### src/rtl/irq_ev_pkg.sv
package irq_ev_pkg;
  localparam int REG_W = 32;

  localparam int A_EV_SET = 'h80;
  localparam int A_EV_CLR = 'h84;
  localparam int A_MK_SET = 'h88;
  localparam int A_MK_CLR = 'h8C;

  localparam int B_SOFT    = 29;
  localparam int B_TARDY   = 27;
  localparam int B_CYCLONG = 25;
  localparam int B_FATAL   = 24;

  localparam logic [REG_W-1:0] RSVD_BITS  = 32'hD000_7C00;
  localparam logic [REG_W-1:0] VALID_BITS = ~RSVD_BITS;
  // bits whose hardware source maps straight through (soft and tardy excluded)
  localparam logic [REG_W-1:0] HW_DIRECT  =
    VALID_BITS & ~((REG_W'(1) << B_SOFT) | (REG_W'(1) << B_TARDY));

  typedef struct packed {
    logic [REG_W-1:0] set;
    logic [REG_W-1:0] clr;
  } w1_cmd_t;
endpackage

### src/rtl/irq_rst_sync.sv
module irq_rst_sync (
  input  logic clk,
  input  logic rst_n,
  output logic rst_n_sync
);
  logic [1:0] stage_q;

  always_ff @(posedge clk or negedge rst_n) begin
    if (!rst_n) stage_q <= 2'b00;
    else        stage_q <= {stage_q[0], 1'b1};
  end

  assign rst_n_sync = stage_q[1];
endmodule

### src/rtl/irq_edge_detect.sv
module irq_edge_detect #(
  parameter int W = 1
) (
  input  logic         clk,
  input  logic         rst_n,
  input  logic [W-1:0] src,
  output logic [W-1:0] rise
);
  logic [W-1:0] prev_q;

  always_ff @(posedge clk or negedge rst_n) begin
    if (!rst_n) prev_q <= '0;
    else        prev_q <= src;
  end

  assign rise = src & ~prev_q;
endmodule

### src/rtl/irq_w1sc_bank.sv
module irq_w1sc_bank
  import irq_ev_pkg::*;
#(
  parameter int               W    = REG_W,
  parameter logic [W-1:0]     KEEP = '1
) (
  input  logic         clk,
  input  logic         rst_n,
  input  logic [W-1:0] set_vec,
  input  logic [W-1:0] clr_vec,
  output logic [W-1:0] q
);
  logic [W-1:0] q_r;
  logic [W-1:0] q_nxt;
  logic         upd_en;

  always_comb begin
    upd_en = |(set_vec | clr_vec);
    // set after clear: a concurrent set survives
    q_nxt  = ((q_r & ~clr_vec) | set_vec) & KEEP;
  end

  always_ff @(posedge clk or negedge rst_n) begin
    if (!rst_n)      q_r <= '0;
    else if (upd_en) q_r <= q_nxt;
  end

  assign q = q_r;
endmodule

### src/rtl/irq_event_reg.sv
module irq_event_reg
  import irq_ev_pkg::*;
#(
  parameter int               ADDR_W   = 8,
  parameter int               ACK_N    = 3,
  parameter logic [REG_W-1:0] CTX_MASK = 32'h0000_00FF
) (
  input  logic              clk,
  input  logic              rst_n,
  input  logic [ADDR_W-1:0] bus_addr,
  input  logic              bus_wr,
  input  logic [REG_W-1:0]  bus_wdata,
  output logic [REG_W-1:0]  bus_rdata,
  input  logic [REG_W-1:0]  hw_src,
  input  logic [ACK_N-1:0]  ack_src,
  input  logic              ack_tardy_en,
  input  logic              cycle_master,
  output logic              cyc_master_clr,
  output logic              irq
);
  localparam logic [REG_W-1:0] CTX_BLK = CTX_MASK & ~(REG_W'(1) << B_FATAL);

  logic             rst_ns;
  logic [REG_W-1:0] src_rise;
  logic [ACK_N-1:0] ack_rise;
  logic [REG_W-1:0] hw_set;
  logic             cyc_hit;
  logic             clr_req_q;
  w1_cmd_t          ev_cmd, mk_cmd;
  logic [REG_W-1:0] ev_q, mk_q;
  logic             hit_ev_set, hit_ev_clr, hit_mk_set, hit_mk_clr;

  irq_rst_sync u_rst (.clk(clk), .rst_n(rst_n), .rst_n_sync(rst_ns));

  irq_edge_detect #(.W(REG_W)) u_src_edge (
    .clk(clk), .rst_n(rst_ns), .src(hw_src), .rise(src_rise));

  irq_edge_detect #(.W(ACK_N)) u_ack_edge (
    .clk(clk), .rst_n(rst_ns), .src(ack_src), .rise(ack_rise));

  always_comb begin
    hit_ev_set = bus_wr && (bus_addr == ADDR_W'(A_EV_SET));
    hit_ev_clr = bus_wr && (bus_addr == ADDR_W'(A_EV_CLR));
    hit_mk_set = bus_wr && (bus_addr == ADDR_W'(A_MK_SET));
    hit_mk_clr = bus_wr && (bus_addr == ADDR_W'(A_MK_CLR));
  end

  // hardware set vector with per-event gating
  always_comb begin
    cyc_hit          = src_rise[B_CYCLONG] & cycle_master;
    hw_set           = src_rise & HW_DIRECT;
    hw_set[B_CYCLONG] = cyc_hit;
    hw_set[B_TARDY]  = ack_tardy_en & (|ack_rise);
    if (ev_q[B_FATAL]) hw_set = hw_set & ~CTX_BLK;
  end

  always_comb begin
    ev_cmd.set = hw_set | (hit_ev_set ? bus_wdata : '0);
    ev_cmd.clr = hit_ev_clr ? bus_wdata : '0;
    mk_cmd.set = hit_mk_set ? bus_wdata : '0;
    mk_cmd.clr = hit_mk_clr ? bus_wdata : '0;
  end

  irq_w1sc_bank #(.W(REG_W), .KEEP(VALID_BITS)) u_ev (
    .clk(clk), .rst_n(rst_ns), .set_vec(ev_cmd.set), .clr_vec(ev_cmd.clr), .q(ev_q));

  irq_w1sc_bank #(.W(REG_W), .KEEP(VALID_BITS)) u_mk (
    .clk(clk), .rst_n(rst_ns), .set_vec(mk_cmd.set), .clr_vec(mk_cmd.clr), .q(mk_q));

  always_ff @(posedge clk or negedge rst_ns) begin
    if (!rst_ns) clr_req_q <= 1'b0;
    else         clr_req_q <= cyc_hit;
  end

  always_comb begin
    unique case (bus_addr)
      ADDR_W'(A_EV_SET): bus_rdata = ev_q;
      ADDR_W'(A_EV_CLR): bus_rdata = ev_q & mk_q;
      ADDR_W'(A_MK_SET),
      ADDR_W'(A_MK_CLR): bus_rdata = mk_q;
      default:           bus_rdata = '0;
    endcase
  end

  assign cyc_master_clr = clr_req_q;
  assign irq            = |(ev_q & mk_q);
endmodule

### config.mk
export PLATFORM = sky130hd
export DESIGN_NAME = irq_event_reg
export DESIGN_NICKNAME = d
export VERILOG_FILES = /design/src/rtl/irq_ev_pkg.sv /design/src/rtl/irq_rst_sync.sv /design/src/rtl/irq_edge_detect.sv /design/src/rtl/irq_w1sc_bank.sv /design/src/rtl/irq_event_reg.sv
export SDC_FILE = /design/constraint.sdc
export NUM_CORES = 1
export LEC_CHECK = 0
export ABC_CLOCK_PERIOD_IN_PS = 5700
export BUFFER_PORTS_ARGS = -buffer_cell sky130_fd_sc_hd__buf_2
export CAP_MARGIN = 20
export CORE_MARGIN = 5
export CORE_UTILIZATION = 35
export DETAILED_ROUTE_END_ITERATION = 12
export PLACE_DENSITY_LB_ADDON = 0.05
export SLEW_MARGIN = 20
export SYNTH_ARGS = -nofsm -noshare
export SYNTH_HDL_FRONTEND = slang
export SYNTH_HIERARCHICAL = 1
export SYNTH_SLANG_ARGS = --single-unit
### constraint.sdc
create_clock -name clk -period 5.7 [get_ports clk]
set_clock_uncertainty 0.15 [all_clocks]
set_input_delay 0 -clock clk [delete_from_list [all_inputs] [get_ports clk]]
set_output_delay 0 -clock clk [all_outputs]
set_load 0.005 [all_outputs]
==> impl_metrics.tcl <==
set metrics [dict create \
    die_area_sq_um 14700 \
    grt_usage_pct 17.0 \
    fill_cells 1206 \
    crit_required_ns 5.77 \
    start_util_pct 35.8 \
    tns_ns 0 \
    coreArea_sq_um 12100 \
    outcome "finished clean" \
    wl_mm 11.9 \
    cp.arrival_ns 2.59 \
    finalSetupViolCount 0 \
    vias_per_cell 4.71 \
    tightest_slew_ns 0.944 \
    endpoint_kind "flip-flop" \
    dp_hpwl_mm 7.49 \
    synth.avg_cell_area_sq_um 9.82 \
    drive_gt1_share_pct 27.2 \
    startpoint_type "primary input" \
    die_h_um 121 \
    gp_congestion 0.722 \
    cts_made_buffers 9 \
    num_rows 40 \
    syn-cell-area_sq_um 4320 \
    hold_viol_final 0 \
    clock.fmax_mhz 397 \
    vias 3527 \
    multi_input_area_sq_um 2020 \
    clk_path_buf_depth 2 \
    cts_root_buffer "clkbuf_16" \
    htreeDepth 3 \
    wl_per_cell_um 15.8 \
    final_max_slew_viol_count 0 \
    irDropWorstVdd_mv 0.187 \
    crit_type "primary input to flip-flop" \
    yosys_warnings 6 \
    rsz0062_at_grt "false" \
    seq_area_sq_um 1910 \
    grt_max_degree 75 \
    layout.nets 657 \
    cts_tree "done" \
    io_buffers 95 \
    grt_pass1_vias 3729 \
    drt-initial-drc-count 174 \
    holdWs_ns 0.102 \
    synthCells 440 \
    syn2layout_area_growth_pct 31.7 \
    clock-sinks 76 \
    ios 114 \
    cap_violations 0 \
    drc_errors 0 \
    grt_overflow_total 0 \
    antenna_found_initial 0 \
    path_max_fanout 2 \
    power.leakage_uw 0.00304 \
    hp-class "flip-flop to asynchronous set/reset pin" \
    cts_resized 0 \
    clk_pin_slew_ns 0.06 \
    diodes 0 \
    ant_nets 0 \
    p_per_area_nw_per_um2 227 \
    period_minus_slack_ns 2.52 \
    relSlewSlack_pct 37.1 \
    clk_latency_ns 0.34 \
    firstDrtPassIters 4 \
    period_share_pct 44.2 \
    grt_pass1_wl_mm 19.5 \
    fp.dieW_um 121 \
]
-- through the flow --
step | std cells | total power [uW] | setup WS (ns) | util [%] | area, sq um
6_report | 749 | 1290 | 3.18 | 47.2 | 5690
4_1_cts | 748 | 1310 | 3.23 | 47.0 | 5670
5_1_grt | 749 | 1350 | 3.10 | 47.2 | 5690
2_1_floorplan | 454 | 686 | 3.28 | - | 4370
3_3_place_gp | 678 | 731 | 3.56 | 40.2 | 4840
3_5_place_dp | 678 | 734 | 3.54 | 40.2 | 4840
-- metal layers --
layer  global-route usage [%]  vias to the layer above  share of wire, %  wire, um
met2                     27.6                       76                46      5470
met5                        0                        -                 0         0
li1                         -                     1740                 -         -
met4                     5.45                        0               1.0       121
met3                     3.92                        9               4.5       538
met1                     22.5                     1702                48      5720
-- where the power goes --
group / total, uW / switching, uW / internal [uW]
clock: 536 / 221 / 315
combinational: 158 / 69.0 / 88.6
sequential: 597 / 27.5 / 569
total: 1290 / 318 / 973
-- cell usage in the layout (no fill, tap or decap) --
cell	instances
buf_2	95
dfrtp_1	75
a21o_1	59
dlygate4sd3_1	55
inv_1	50
and3_1	48
o22ai_1	32
nor2_1	32
and2_1	27
nor2b_4	25
conb_1	17
a22oi_1	16
clkbuf_16	9
a22o_2	8
buf_4	6
nand4_1	4
a21o_2	3
clkbuf_8	2
clkbuf_1	2
clkinv_2	2
or2_2	1
or4b_4	1
or2_1	1
nor2_2	1
nor3_4	1
nand2b_1	1
nor4_4	1
nor2b_1	1
nor4b_4	1
or3_1	1
a22o_1	1
or4_1	1
buf_16	1
dfrtp_4	1
-- worst paths after layout --
kind                                                   end  slack [ns]  depth (start not counted)                            from
min                        u_src_edge/prev_q[25]$_DFF_PN0_        0.10                          0      u_rst/stage_q[1]$_DFF_PN0_
max reg2reg                         u_ev/q[27]$_DFFE_PN0P_        3.21                          6  u_ack_edge/prev_q[1]$_DFF_PN0_
min in group clk           u_src_edge/prev_q[24]$_DFF_PN0_        0.16                          2                      hw_src[24]
max in group asynchronous  u_src_edge/prev_q[19]$_DFF_PN0_        4.71                          1      u_rst/stage_q[1]$_DFF_PN0_
max                                 u_ev/q[27]$_DFFE_PN0P_        3.18                          8                      ack_src[1]
min reg2reg                u_src_edge/prev_q[25]$_DFF_PN0_        0.10                          0      u_rst/stage_q[1]$_DFF_PN0_
-- final cells by class --
type,count,share of cell area (%)
clock buffer,13,4.57
timing repair buffer,157,19.3
inverter,50,3.30
sequential,76,33.5
clock inverter,2,0.176
multi-input combinational,283,35.5
tap,168,3.69
-- sequential cells by signal (all words and copies together), names as in the netlist --
signal / flops
u_ev/q: 24
u_mk/q: 24
u_src_edge/prev_q: 22
u_ack_edge/prev_q: 3
u_rst/stage_q: 2
cyc_master_clr: 1
-- critical path, stage by stage --
cell and delay, ns:
dlygate4sd3_1 0.54, buf_2 0.13, nor2b_4 0.11, or3_1 0.36, a22o_2 0.21, dlygate4sd3_1 0.55, a21o_1 0.15, dlygate4sd3_1 0.55
-- timing repair --
item,4_1_cts,5_1_grt
hold endpoints to repair,76,0
hold buffers,55,0
setup buffers,0,0
Power figures use the tool's default switching activity.
